===== config.mk =====
export PLATFORM = sky130hd
export DESIGN_NAME = lineBurstMaster
export DESIGN_NICKNAME = d
export VERILOG_FILES = /design/src/rtl/lbmPkg.sv /design/src/rtl/lbmControl.sv /design/src/rtl/lbmDatapath.sv /design/src/rtl/lineBurstMaster.sv
export SDC_FILE = /design/constraint.sdc
export NUM_CORES = 1
export LEC_CHECK = 0
export BUFFER_PORTS_ARGS = -buffer_cell sky130_fd_sc_hd__buf_2
export CORE_MARGIN = 4
export CORE_UTILIZATION = 40
export DETAILED_ROUTE_END_ITERATION = 10
export PLACE_DENSITY = 0.74
export SETUP_SLACK_MARGIN = 0.2
export SLEW_MARGIN = 20
export SYNTH_ARGS = -nofsm -noshare
export SYNTH_HDL_FRONTEND = slang
export SYNTH_HIERARCHICAL = 1
export SYNTH_SLANG_ARGS = --single-unit

===== constraint.sdc =====
create_clock -name clk -period 2.9 [get_ports clk]
set_clock_uncertainty 0.2 [all_clocks]
set_input_delay 0.145 -clock clk [delete_from_list [all_inputs] [get_ports clk]]
set_output_delay 0.145 -clock clk [all_outputs]
set_load 0.01 [all_outputs]

===== src/rtl/lbmPkg.sv =====
package lbmPkg;
  typedef enum logic [1:0] {ST_IDLE, ST_ADDR, ST_DATA} lbmState_e;

  typedef struct packed {
    logic load;      // take request fields into the datapath
    logic capture;   // acknowledged beat: latch data and advance pointer
    logic burstMode; // address uses the start index
    logic active;    // a bus cycle is in flight
  } lbmStrobes_t;
endpackage


===== src/rtl/lbmControl.sv =====
module lbmControl
  import lbmPkg::*;
#(
  parameter int IDX_W = 2
) (
  input  logic        clk,
  input  logic        rst,
  input  logic        reqValid,
  input  logic        busAck,
  input  logic        busBurstInh,
  output lbmStrobes_t strobes,
  output logic        reqReady,
  output logic        busStart,
  output logic        busInProg,
  output logic        busBurst,
  output logic        lineDone
);
  localparam logic [IDX_W-1:0] LAST_BEAT = '1;
  localparam logic [IDX_W-1:0] FIRST_BEAT = '0;

  lbmState_e        state;
  logic [IDX_W-1:0] beatCnt;
  logic             burstMode;

  always_ff @(posedge clk) begin
    if (rst) begin
      state     <= ST_IDLE;
      beatCnt   <= '0;
      burstMode <= 1'b0;
      lineDone  <= 1'b0;
    end else begin
      lineDone <= 1'b0;
      case (state)
        ST_IDLE: begin
          if (reqValid) begin
            state     <= ST_ADDR;
            burstMode <= 1'b1;
            beatCnt   <= '0;
          end
        end
        ST_ADDR: state <= ST_DATA;
        ST_DATA: begin
          if (busAck) begin
            beatCnt <= beatCnt + 1'b1;
            if (beatCnt == LAST_BEAT) begin
              state     <= ST_IDLE;
              lineDone  <= 1'b1;
              burstMode <= 1'b0;
            end else if (!burstMode) begin
              state <= ST_ADDR;
            end else if (beatCnt == FIRST_BEAT && busBurstInh) begin
              burstMode <= 1'b0;
              state     <= ST_ADDR;
            end
          end
        end
        default: state <= ST_IDLE;
      endcase
    end
  end

  always_comb begin
    strobes.load      = (state == ST_IDLE) && reqValid;
    strobes.capture   = (state == ST_DATA) && busAck;
    strobes.burstMode = burstMode;
    strobes.active    = (state != ST_IDLE);
    reqReady          = (state == ST_IDLE);
    busStart          = (state == ST_ADDR);
    busInProg         = (state != ST_IDLE);
    busBurst          = burstMode;
  end

  AST_START_ONE_CYCLE: assert property (@(posedge clk) disable iff (rst)
    busStart |=> !busStart);
  AST_TIP_RISES_WITH_START: assert property (@(posedge clk) disable iff (rst)
    $rose(busInProg) |-> busStart);
  AST_DONE_CLOSES_LINE: assert property (@(posedge clk) disable iff (rst)
    lineDone |-> (!busInProg && $past(busInProg)));
  AST_BUSY_NOT_READY: assert property (@(posedge clk) disable iff (rst)
    busInProg |-> !reqReady);
endmodule


===== src/rtl/lbmDatapath.sv =====
module lbmDatapath
  import lbmPkg::*;
#(
  parameter int ADDR_W = 32,
  parameter int DATA_W = 32,
  parameter int ATTR_W = 4,
  parameter int IDX_W  = 2,
  parameter int OFS_W  = 2
) (
  input  logic              clk,
  input  logic              rst,
  input  lbmStrobes_t       strobes,
  input  logic [ADDR_W-1:0] reqAddr,
  input  logic [ATTR_W-1:0] reqAttr,
  input  logic [DATA_W-1:0] busData,
  output logic [ADDR_W-1:0] busAddr,
  output logic [ATTR_W-1:0] busAttr,
  output logic              wordValid,
  output logic [IDX_W-1:0]  wordIndex,
  output logic [DATA_W-1:0] wordData
);
  localparam int LINE_LSB = IDX_W + OFS_W;

  logic [ADDR_W-1:LINE_LSB] lineBase;
  logic [IDX_W-1:0]         startIdx;
  logic [IDX_W-1:0]         wordPtr;
  logic [ATTR_W-1:0]        attrReg;

  always_ff @(posedge clk) begin
    if (rst) begin
      lineBase  <= '0;
      startIdx  <= '0;
      wordPtr   <= '0;
      attrReg   <= '0;
      wordValid <= 1'b0;
      wordIndex <= '0;
      wordData  <= '0;
    end else begin
      wordValid <= 1'b0;
      if (strobes.load) begin
        lineBase <= reqAddr[ADDR_W-1:LINE_LSB];
        startIdx <= reqAddr[LINE_LSB-1:OFS_W];
        wordPtr  <= reqAddr[LINE_LSB-1:OFS_W];
        attrReg  <= reqAttr;
      end
      if (strobes.capture) begin
        wordPtr   <= wordPtr + 1'b1;
        wordIndex <= wordPtr;
        wordData  <= busData;
        wordValid <= 1'b1;
      end
    end
  end

  assign busAddr = {lineBase, (strobes.burstMode ? startIdx : wordPtr), {OFS_W{1'b0}}};
  assign busAttr = attrReg;

  AST_BURST_ADDR_STABLE: assert property (@(posedge clk) disable iff (rst)
    (strobes.burstMode && strobes.active && $past(strobes.burstMode && strobes.active))
      |-> ($stable(busAddr) && $stable(busAttr)));
  AST_WORD_FROM_CAPTURE: assert property (@(posedge clk) disable iff (rst)
    wordValid |-> $past(strobes.capture));
  AST_INDEX_STEPS: assert property (@(posedge clk) disable iff (rst)
    (strobes.capture && wordValid) |=> (wordIndex == $past(wordIndex) + 1'b1));
endmodule


===== src/rtl/lineBurstMaster.sv =====
module lineBurstMaster
  import lbmPkg::*;
#(
  parameter int ADDR_W     = 32,
  parameter int DATA_W     = 32,
  parameter int ATTR_W     = 4,
  parameter int LINE_BYTES = 16
) (
  input  logic              clk,
  input  logic              rst,
  input  logic              reqValid,
  input  logic [ADDR_W-1:0] reqAddr,
  input  logic [ATTR_W-1:0] reqAttr,
  output logic              reqReady,
  output logic              busStart,
  output logic [ADDR_W-1:0] busAddr,
  output logic [ATTR_W-1:0] busAttr,
  output logic              busBurst,
  output logic              busInProg,
  input  logic              busAck,
  input  logic              busBurstInh,
  input  logic [DATA_W-1:0] busData,
  output logic              wordValid,
  output logic [$clog2(LINE_BYTES/(DATA_W/8))-1:0] wordIndex,
  output logic [DATA_W-1:0] wordData,
  output logic              lineDone
);
  localparam int BYTES_PER_WORD = DATA_W / 8;
  localparam int WORDS          = LINE_BYTES / BYTES_PER_WORD;
  localparam int IDX_W          = $clog2(WORDS);
  localparam int OFS_W          = $clog2(BYTES_PER_WORD);

  lbmStrobes_t strobes;

  lbmControl #(.IDX_W(IDX_W)) uCtl (
    .clk        (clk),
    .rst        (rst),
    .reqValid   (reqValid),
    .busAck     (busAck),
    .busBurstInh(busBurstInh),
    .strobes    (strobes),
    .reqReady   (reqReady),
    .busStart   (busStart),
    .busInProg  (busInProg),
    .busBurst   (busBurst),
    .lineDone   (lineDone)
  );

  lbmDatapath #(
    .ADDR_W(ADDR_W), .DATA_W(DATA_W), .ATTR_W(ATTR_W),
    .IDX_W (IDX_W),  .OFS_W (OFS_W)
  ) uDp (
    .clk      (clk),
    .rst      (rst),
    .strobes  (strobes),
    .reqAddr  (reqAddr),
    .reqAttr  (reqAttr),
    .busData  (busData),
    .busAddr  (busAddr),
    .busAttr  (busAttr),
    .wordValid(wordValid),
    .wordIndex(wordIndex),
    .wordData (wordData)
  );
endmodule


==> PnR_summary.wiki, run 1 <==
{| class="wikitable"
! Metric !! Value
|-
| Sw Share || 23.77%
|-
| Min Clock Period, post-route || between 2 and 2.5 ns
|-
| Maximum number of pins on one net before global-route repair || 48
|-
| Setup CP Type || reg2reg
|-
| Max clock buf depth || 2
|-
| Clock sink count || 77
|-
| Number of standard cells after synthesis || ~270
|-
| Floorplan core area || 0.006944 mm^2
|-
| Post-cts resize count || 0
|-
| Worst hold-check slack || around 0.024 ns
|-
| Global Route Usage Sum || between 15 and 20%
|-
| Relative contribution of combinational cells to total power || between 10% and 20%
|-
| Gr ovfl total || 0
|-
| Max Fclk || between 400 and 500 MHz
|-
| Layout area overhead || 56.09%
|-
| Source-to-sink clock delay at the later pin of the worst-skew pair || ~0.33 ns
|-
| Die Outline Area || around 0.0087 mm^2
|-
| DRC errors left || 0
|-
| Worst-case vdd ir drop || 226.5 uV
|-
| Area taken by multi-input logic gates || between 0.001 and 0.0015 mm^2
|-
| Via/cell ratio || 4.543
|-
| Total wire length || between 8 and 9 mm
|-
| Detail Placement HPWL || 4.901 mm
|-
| H-tree depth reported by CTS || 3
|-
| Clock tree from TritonCTS || yes
|-
| Warnings from Yosys || 6
|-
| Setup repair after global routing missed its margin || no
|-
| Detailed-router iteration count before antenna repair || 4
|-
| Outcome || completed
|-
| Die Span X || 93.41 um
|-
| Proportion of layout cells with a drive suffix above 1 || between 30% and 40%
|-
| Min-delay worst type || in2reg
|-
| Crit share post-route || between 60 and 70%
|-
| Wire length per cell after detailed routing || roughly 14 um
|-
| FF+latch area || between 0.0015 and 0.002 mm^2
|-
| DIE HEIGHT || between 90 and 100 um
|-
| Number of ports placed on the die boundary || about 150
|-
| Critical path data arrival time || slightly above 2 ns
|-
| Data required time at the worst endpoint || 2.92 ns
|-
| Placement-stage worst setup slack || approximately 0.95 ns
|-
| Routed via count || approximately 2,600
|-
| Initial DRC count || 50
|-
| # nets final || around 560
|-
| Cell internal power dissipation || 1.815 mW
|-
| Proportion of power drawn by the clock network || 36.4%
|-
| Number of rows in the core area || 30
|-
| Final Hold Fails || 0
|-
| Category of the worst setup path launch point || register
|-
| Final core area utilization || 65.59%
|-
| Root Driver || sky130_fd_sc_hd__clkbuf_8
|-
| Leakage power figure || 2.176 nW
|-
| Power per cell area || around 520 mW/mm^2
|-
| Power share of the sequential group || between 40% and 50%
|-
| Routability cong. || about 0.77
|-
| Global-route wire length before repair || approximately 13 mm
|-
| Capturing element type of the critical path || register
|-
| Worst-path maximum fanout || 23
|-
| Routed Antenna Nets || 0
|-
| Antenna violations before repair || 0
|-
| Number of diodes || 0
|-
| Fin. max-slew vios || 0
|-
| Clock input transition at the sequential cells of the worst setup and hold paths || 0.07 ns
|-
| Port buffer count || roughly 140
|-
| Final Worst Setup Slack || 0.8817 ns
|-
| Transition at the pin with the smallest max-transition slack || between 0.8 and 0.9 ns
|-
| Switching Power || between 0.5 and 0.6 mW
|-
| TNS Setup || 0 ns
|-
| Number of setup violations in the final report || 0
|-
| Number of CTS-inserted buffers || 9
|-
| Average instance area after synthesis || 10.73 um^2
|-
| Via count of the first global-routing pass || 2,646
|-
| Max Cap Viol || 0
|-
| Synthesized cell area || between 0.002 and 0.003 mm^2
|-
| Worst relative slew slack || 44.59%
|-
| Initial core utilization || around 42%
|-
| Fill count || between 500 and 600
|}
-- what timing repair did --
item,CTS,global route
hold buffers,68,0
buffers inserted,0,0
endpoints found under the setup margin,0,0
endpoints found under the hold margin,72,0
-- final cells by class --
cell class,instances,share of cell area [%]
Timing Repair Buffer,216,31.98
Tap cell,96,2.637
Sequential cell,77,33.85
Inverter,5,0.4121
Clock buffer,10,3.022
Multi-Input combinational cell,171,26.46
Clock inverter,5,1.648
-- metal layers --
| metal | vias to the layer above | GRT usage [%] | wire length (um) | part of all wire (%) |
|---|---|---|---|---|
| met5 | - | 0 | 0 | 0 |
| met4 | 0 | 7.448 | 112 | 1.4 |
| met3 | 12 | 5.471 | 714 | 8.8 |
| met2 | 106 | 32.40 | 4045 | 50 |
| met1 | 1204 | 19.92 | 3240 | 40 |
| li1 | 1313 | - | - | - |
-- state kept, by name, summed over array words and instances, names as in the netlist --
signal and count:
uDp/lineBase 28, uDp/wordData 32, uDp/wordIndex 2, uCtl/beatCnt 2, uCtl/busBurst 1, uDp/busAttr 4
uDp/wordValid 1, uDp/wordPtr 2, uDp/startIdx 2, uCtl/lineDone 1, uCtl/state 2
-- final timing paths --
path | end | start | cells past startpoint | slack [ns]
worst min-delay path | uCtl/beatCnt[0]$_SDFFE_PP0P_ | reqValid | 4 | 0.02
worst max register to register | uDp/wordData[12]$_SDFFE_PP0P_ | uCtl/state[1]$_SDFFE_PP0P_ | 4 | 0.88
worst min register to register | uDp/wordData[26]$_SDFFE_PP0P_ | uDp/wordData[26]$_SDFFE_PP0P_ | 2 | 0.29
worst max-delay path | uDp/wordData[12]$_SDFFE_PP0P_ | uCtl/state[1]$_SDFFE_PP0P_ | 4 | 0.88
-- cell usage in the layout, fill, tap and decap left out, drive strengths merged, types with 2 or more instances in the layout --
cell type,instances
a211oi,2
a21oi,3
buf,148
bufinv,2
clkbuf,10
clkinv,3
conb,2
dfxtp,77
dlygate4sd3,68
ha,2
inv,5
mux2,4
mux2i,69
nand2,2
nor2,70
nor2b,2
o21ai,2
-- stage by stage --
stage | instances | power (mW) | cell area (um^2)
floorplan | 273 | 1.348 | 2922
global placement | 497 | 1.453 | 3661
detailed placement | 497 | 1.461 | 3661
CTS | 580 | 2.399 | 4554
global route | 580 | 2.495 | 4554
finish | 580 | 2.382 | 4554
-- power by group through the flow --
stage | clock network, mW | registers, mW | logic (mW)
floorplan | 0 | 1.18 | 0.170
global placement | 0 | 1.16 | 0.294
detailed placement | 0 | 1.16 | 0.299
CTS | 0.890 | 1.14 | 0.372
global route | 0.941 | 1.15 | 0.407
finish | 0.866 | 1.14 | 0.375
-- critical path, cell delays in order, from the launching register on --
cell                      delay (ns)
sky130_fd_sc_hd__dfxtp_1        0.47
sky130_fd_sc_hd__and3b_2        0.61
sky130_fd_sc_hd__buf_12         0.27
sky130_fd_sc_hd__mux2i_1        0.28
sky130_fd_sc_hd__nor2_1         0.06
(Power assumes the default switching activity.)
==> inputs of run 2 (changes only) <==
Clock period 2.9 ns to 2.1 ns, I/O delays scaled along.
==> run 2 against run 1 <==
Compared with the run above:
- register-to-register slack got worse by 0.54 ns
- critical path depth increased by 1
- via count rose by 0.57%
- critical path type is now in2reg
- critical endpoint is now uCtl/beatCnt[1]$_SDFFE_PP0P_
- largest power group unchanged
- highest routed layer unchanged
==> PnR_summary.wiki, run 2 (same netlist as run 1, synthesis figures left out) <==
{| class="wikitable"
! Metric !! Value
|-
| Clock sink count || 77
|-
| Min Clock Period, post-route || between 1.5 and 2 ns
|-
| Area taken by multi-input logic gates || 0.001210 mm^2
|-
| Largest register by flop count || uDp/wordData
|-
| Leakage power figure || around 2.2 nW
|-
| Number of rows in the core area || 30
|-
| Number of setup violations in the final report || 0
|-
| Worst-path maximum fanout || 36
|-
| Antenna violations before repair || 0
|-
| Routed Antenna Nets || 0
|-
| Crit share post-route || roughly 86%
|-
| Setup repair after global routing missed its margin || no
|-
| Source-to-sink clock delay at the later pin of the worst-skew pair || 0.34 ns
|-
| H-tree depth reported by CTS || 3
|-
| Clock input transition at the sequential cells of the worst setup and hold paths || approximately 0.070 ns
|-
| Worst-case vdd ir drop || between 300 and 400 uV
|-
| Cell count of the worst reg-to-reg path || 5
|-
| Min-delay worst type || reg2reg
|-
| Max Cap Viol || 0
|-
| Setup CP Type || in2reg
|-
| Initial core utilization || between 40 and 50%
|-
| Die Outline Area || roughly 0.0087 mm^2
|-
| Initial DRC count || 57
|-
| Most common library cell in the layout ignoring fill and taps || sky130_fd_sc_hd__buf_2
|-
| Wire length per cell after detailed routing || about 14 um
|-
| Via count of the first global-routing pass || roughly 2,700
|-
| Final Worst Setup Slack || between 0.2 and 0.3 ns
|-
| Detail Placement HPWL || ~5 mm
|-
| DIE HEIGHT || between 90 and 100 um
|-
| Power, Total || about 3.3 mW
|-
| Port buffer count || roughly 140
|-
| Die Span X || between 90 and 100 um
|-
| Global Route Usage Sum || 18.29%
|-
| Global-route wire length before repair || between 10 and 15 mm
|-
| # nets final || around 560
|-
| Data required time at the worst endpoint || 2.13 ns
|-
| Max Fclk || 550.6 MHz
|-
| Outcome || completed
|-
| Critical path data arrival time || between 1.5 and 2 ns
|-
| Layout area overhead || 57.20%
|-
| Clock tree from TritonCTS || yes
|-
| Final standard cell area without fillers || ~0.0046 mm^2
|-
| Fill count || approximately 500
|-
| Total wire length || between 8 and 9 mm
|-
| FF+latch area || approximately 0.0015 mm^2
|-
| Final Hold Fails || 0
|-
| Maximum number of pins on one net before global-route repair || 37
|-
| DRC errors left || 0
|-
| Placed inst area || around 0.0037 mm^2
|-
| Post-CTS Setup Inserts || 0
|-
| Number of CTS-inserted buffers || 9
|-
| TNS Setup || 0 ns
|-
| Number of ports placed on the die boundary || roughly 150
|-
| Category of the worst setup path launch point || input port
|-
| Min-Delay Path Depth || 2
|-
| Detailed-router iteration count before antenna repair || 5
|-
| Non-filler instance count after layout || 586
|-
| Gr ovfl total || 0
|-
| Largest register FFs || 32
|-
| Placement-stage worst setup slack || between 0.3 and 0.4 ns
|-
| Highest-count cells in the layout ignoring fill and taps || 144 x sky130_fd_sc_hd__buf_2, 76 x sky130_fd_sc_hd__dfxtp_1, 71 x sky130_fd_sc_hd__dlygate4sd3_1
|-
| Routability cong. || between 0.7 and 0.8
|-
| Via/cell ratio || 4.522
|-
| Dpl cells || roughly 500
|-
| Max clock buf depth || 2
|-
| Fin. max-slew vios || 0
|-
| Power per cell area || roughly 710 mW/mm^2
|-
| Root Driver || sky130_fd_sc_hd__clkbuf_8
|-
| Proportion of layout cells with a drive suffix above 1 || 35.58%
|-
| Capturing element type of the critical path || register
|-
| Routed via count || about 2,700
|-
| Floorplan core area || around 0.0069 mm^2
|}
run 2: changes by cell type in the layout (fill, tap and decap cells not counted), moves of 2 or more:
cell	delta
sky130_fd_sc_hd__dlygate4sd3_1	+3
sky130_fd_sc_hd__clkbuf_8	+2
sky130_fd_sc_hd__buf_4	+2
sky130_fd_sc_hd__clkinv_2	-2
run 2: path summary, 6_finish.rpt:
check	to	slack [ns]	startpoint
hold reg to reg	uDp/lineBase[15]$_SDFFE_PP0P_	0.29	uDp/lineBase[15]$_SDFFE_PP0P_
hold / removal	uDp/lineBase[15]$_SDFFE_PP0P_	0.29	uDp/lineBase[15]$_SDFFE_PP0P_
setup reg to reg	uCtl/beatCnt[1]$_SDFFE_PP0P_	0.34	uCtl/beatCnt[0]$_SDFFE_PP0P_
setup / recovery	uCtl/beatCnt[1]$_SDFFE_PP0P_	0.28	rst
run 2: layout make-up:
class | count | area share (%)
Clock inverter | 3 | 0.9274
Inverter | 5 | 0.4092
Timing Repair Buffer | 220 | 32.30
Sequential cell | 77 | 33.63
Tap cell | 96 | 2.619
Clock buffer | 13 | 3.682
Antenna cell | 1 | 0.05456
Multi-Input combinational cell | 171 | 26.38
run 2: what timing repair did:
item                       4_1_cts  5_1_grt
hold endpoints to repair        76        0
hold buffers                    71        0
setup endpoints to repair        0       27
resized for setup                0        3
run 2: layer usage:
layer,global-route usage (%),wire [um],up-vias
li1,-,-,1323
met1,20.34,3341,1209
met2,31.63,4119,105
met3,6.356,692,13
met4,7.570,139,0
met5,0,0,-
run 2: power breakdown:
group	switching [mW]	internal (mW)	leakage, nW
Clock	0.518	0.645	0.106
Sequential	0.0454	1.53	0.628
Combinational	0.231	0.292	1.46
Total	0.795	2.47	2.19
run 2: through the flow:
stage	utilization (%)	hold WS [ns]
after floorplan	-	-0.02875
after global placement	52.65	0.1375
after detailed placement	52.65	0.1468
after CTS	65.93	0.2930
after global routing	66.02	0.3150
final	66.05	0.2898
run 2: worst max-delay path, cell delays in order:
cell                            delay [ns]
sky130_fd_sc_hd__dlygate4sd3_1        0.52
sky130_fd_sc_hd__buf_2                0.19
sky130_fd_sc_hd__buf_4                0.38
sky130_fd_sc_hd__a21oi_1              0.07
sky130_fd_sc_hd__dlygate4sd3_1        0.57
==> inputs of run 3 (changes only) <==
Settings changed: ABC_AREA from default to 1.
==> run 3 against run 2 <==
Compared with the run above:
- clock power shrank 20%
- combinational power grew 41%
- largest cell class unchanged
- setup slack gained 0.14 ns
- core utilization shrank 1.5 points
- maximum frequency grew 8.6%
- flip-flop and latch count is the same
- synthesized area grew 0.13%
==> PnR_summary.wiki, run 3 <==
{| class="wikitable"
! Metric !! Value
|-
| Worst hold-check slack || about 0.27 ns
|-
| Average instance area after synthesis || between 7 and 8 um^2
|-
| Detail Placement HPWL || around 5.4 mm
|-
| Clock input transition at the sequential cells of the worst setup and hold paths || 0.08 ns
|-
| Largest register FFs || 32
|-
| Setup repair after global routing missed its margin || no
|-
| Via/cell ratio || around 4.6
|-
| Initial core utilization || 42.07%
|-
| Final core area utilization || 64.52%
|-
| Total wire length || ~9 mm
|-
| Gr ovfl total || 0
|-
| Highest-count cells in the layout ignoring fill and taps || 144 x sky130_fd_sc_hd__buf_2, 137 x sky130_fd_sc_hd__nor2_1, 77 x sky130_fd_sc_hd__dfxtp_1
|-
| Category of the worst setup path launch point || register
|-
| Number of setup violations in the final report || 0
|-
| Detailed-router iteration count before antenna repair || 5
|-
| Cell with the biggest individual delay on the critical path || sky130_fd_sc_hd__dfxtp_1
|-
| Fin. max-slew vios || 0
|-
| Root Driver || sky130_fd_sc_hd__clkbuf_8
|-
| Leakage power figure || around 2.4 nW
|-
| Crit share post-route || roughly four fifths
|-
| Maximum number of pins on one net before global-route repair || 38
|-
| Worst-path maximum fanout || 32
|-
| Number of ports placed on the die boundary || between 100 and 150
|-
| Via count of the first global-routing pass || roughly 3,100
|-
| Wire length per cell after detailed routing || between 10 and 15 um
|-
| Global-route wire length before repair || ~14 mm
|-
| Routability cong. || approximately 0.82
|-
| Max clock buf depth || 2
|-
| Setup CP Type || reg2reg
|-
| Final standard cell area without fillers || around 0.0045 mm^2
|-
| Min Clock Period, post-route || between 1.5 and 2 ns
|-
| Power per cell area || ~740 mW/mm^2
|-
| Capturing element type of the critical path || register
|-
| Outcome || completed
|-
| # nets final || 660
|-
| Die Outline Area || ~0.0087 mm^2
|-
| Source-to-sink clock delay at the later pin of the worst-skew pair || 0.33 ns
|-
| Min-delay worst type || reg2reg
|-
| Warnings from Yosys || 6
|-
| Synthesized cell area || 0.002922 mm^2
|-
| Number of standard cells after synthesis || between 300 and 400
|-
| Data required time at the worst endpoint || ~2.2 ns
|-
| TNS Setup || 0 ns
|-
| Routed via count || around 3,200
|-
| H-tree depth reported by CTS || 3
|-
| DRC errors left || 0
|-
| Critical path data arrival time || roughly 1.8 ns
|-
| Final Hold Fails || 0
|-
| Largest register by flop count || uDp/wordData
|-
| Die Span X || 93.46 um
|-
| Antenna violations before repair || 0
|-
| Delay of the slowest cell on the worst path || 0.36 ns
|-
| Critical Path, Cell by Cell || nor2_2 > nand2_2 > inv_1 > buf_6 > o21ai_0 > nor2_1
|-
| DIE HEIGHT || 93.46 um
|-
| Placed inst area || between 0.003 and 0.004 mm^2
|-
| Layout area overhead || 53.36%
|-
| Power, Total || ~3.3 mW
|-
| Number of CTS-inserted buffers || 9
|-
| Routed Antenna Nets || 0
|-
| Initial DRC count || 102
|-
| Number of rows in the core area || 30
|-
| Clock tree from TritonCTS || yes
|-
| Proportion of layout cells with a drive suffix above 1 || 28.86%
|-
| Worst-case vdd ir drop || 403.2 uV
|-
| Most common library cell in the layout ignoring fill and taps || sky130_fd_sc_hd__buf_2
|-
| Global Route Usage Sum || 19.88%
|-
| Number of diodes || 0
|-
| Max Fclk || between 500 and 600 MHz
|-
| Max Cap Viol || 0
|-
| Floorplan core area || ~0.0069 mm^2
|-
| Port buffer count || between 100 and 150
|-
| Clock sink count || just under 80
|}
[run 3: cell count changes in the layout (fill, tap and decap cells not counted), sizes merged, moves of 3 or more]
cell and change:
a21oi +4, clkbuf -3, clkinv +4, inv +19, mux2 -4, mux2i -69
nand2 +23, nand3 +10, nor2 +69, o21ai +64
[run 3: final cells by class]
cell class	count	area, um^2
inverters	24	95.09
repair buffers	218	1468
clock buffers	10	127.6
flip-flops and latches	77	1541
fillers	573	2464
well taps	96	120.1
clock inverters	5	28.78
multi-input cells	255	1100
[run 3: worst max-delay path, delay by kind of cell, from the launching register on]
kind            cells  cell delay (ns)
flops               1             0.36
buf+inv             2             0.49
simple gates        3             0.43
compound gates      1             0.13
[run 3: layer usage]
layer	track usage [%]	vias to the layer above	wire length [um]
met5	0	-	0
met4	8.669	0	188
met3	4.505	16	645
met2	36.45	129	4611
met1	21.67	1429	3427
li1	-	1596	-
[run 3: repair_timing]
action | in CTS | in global routing
gates resized for setup | 0 | 3
hold endpoints to repair | 77 | 0
setup endpoints to repair | 0 | 2
hold buffers | 70 | 0
setup buffers | 0 | 0
[run 3: worst paths after layout]
path / from / to / slack (ns) / cells past startpoint
min: uDp/wordIndex[0]$_SDFFE_PP0P_ / uDp/wordIndex[0]$_SDFFE_PP0P_ / 0.27 / 2
max reg2reg: uCtl/state[0]$_SDFFE_PP0P_ / uDp/lineBase[21]$_SDFFE_PP0P_ / 0.43 / 6
max: uCtl/state[0]$_SDFFE_PP0P_ / uDp/lineBase[21]$_SDFFE_PP0P_ / 0.43 / 6
min reg2reg: uDp/wordIndex[0]$_SDFFE_PP0P_ / uDp/wordIndex[0]$_SDFFE_PP0P_ / 0.27 / 2
[run 3: through the flow]
step	worst slack [ns]	cells
after global placement	0.4285	600
after floorplan	0.5764	380
final	0.4272	685
after detailed placement	0.3797	600
after global routing	0.2548	685
after CTS	0.3752	685
[run 3: report_power, final]
part / total, mW / internal (mW) / switching (mW)
Clock: 0.924 / 0.416 / 0.507
Combinational: 0.735 / 0.334 / 0.401
Sequential: 1.68 / 1.60 / 0.0777
Total: 3.34 / 2.35 / 0.986
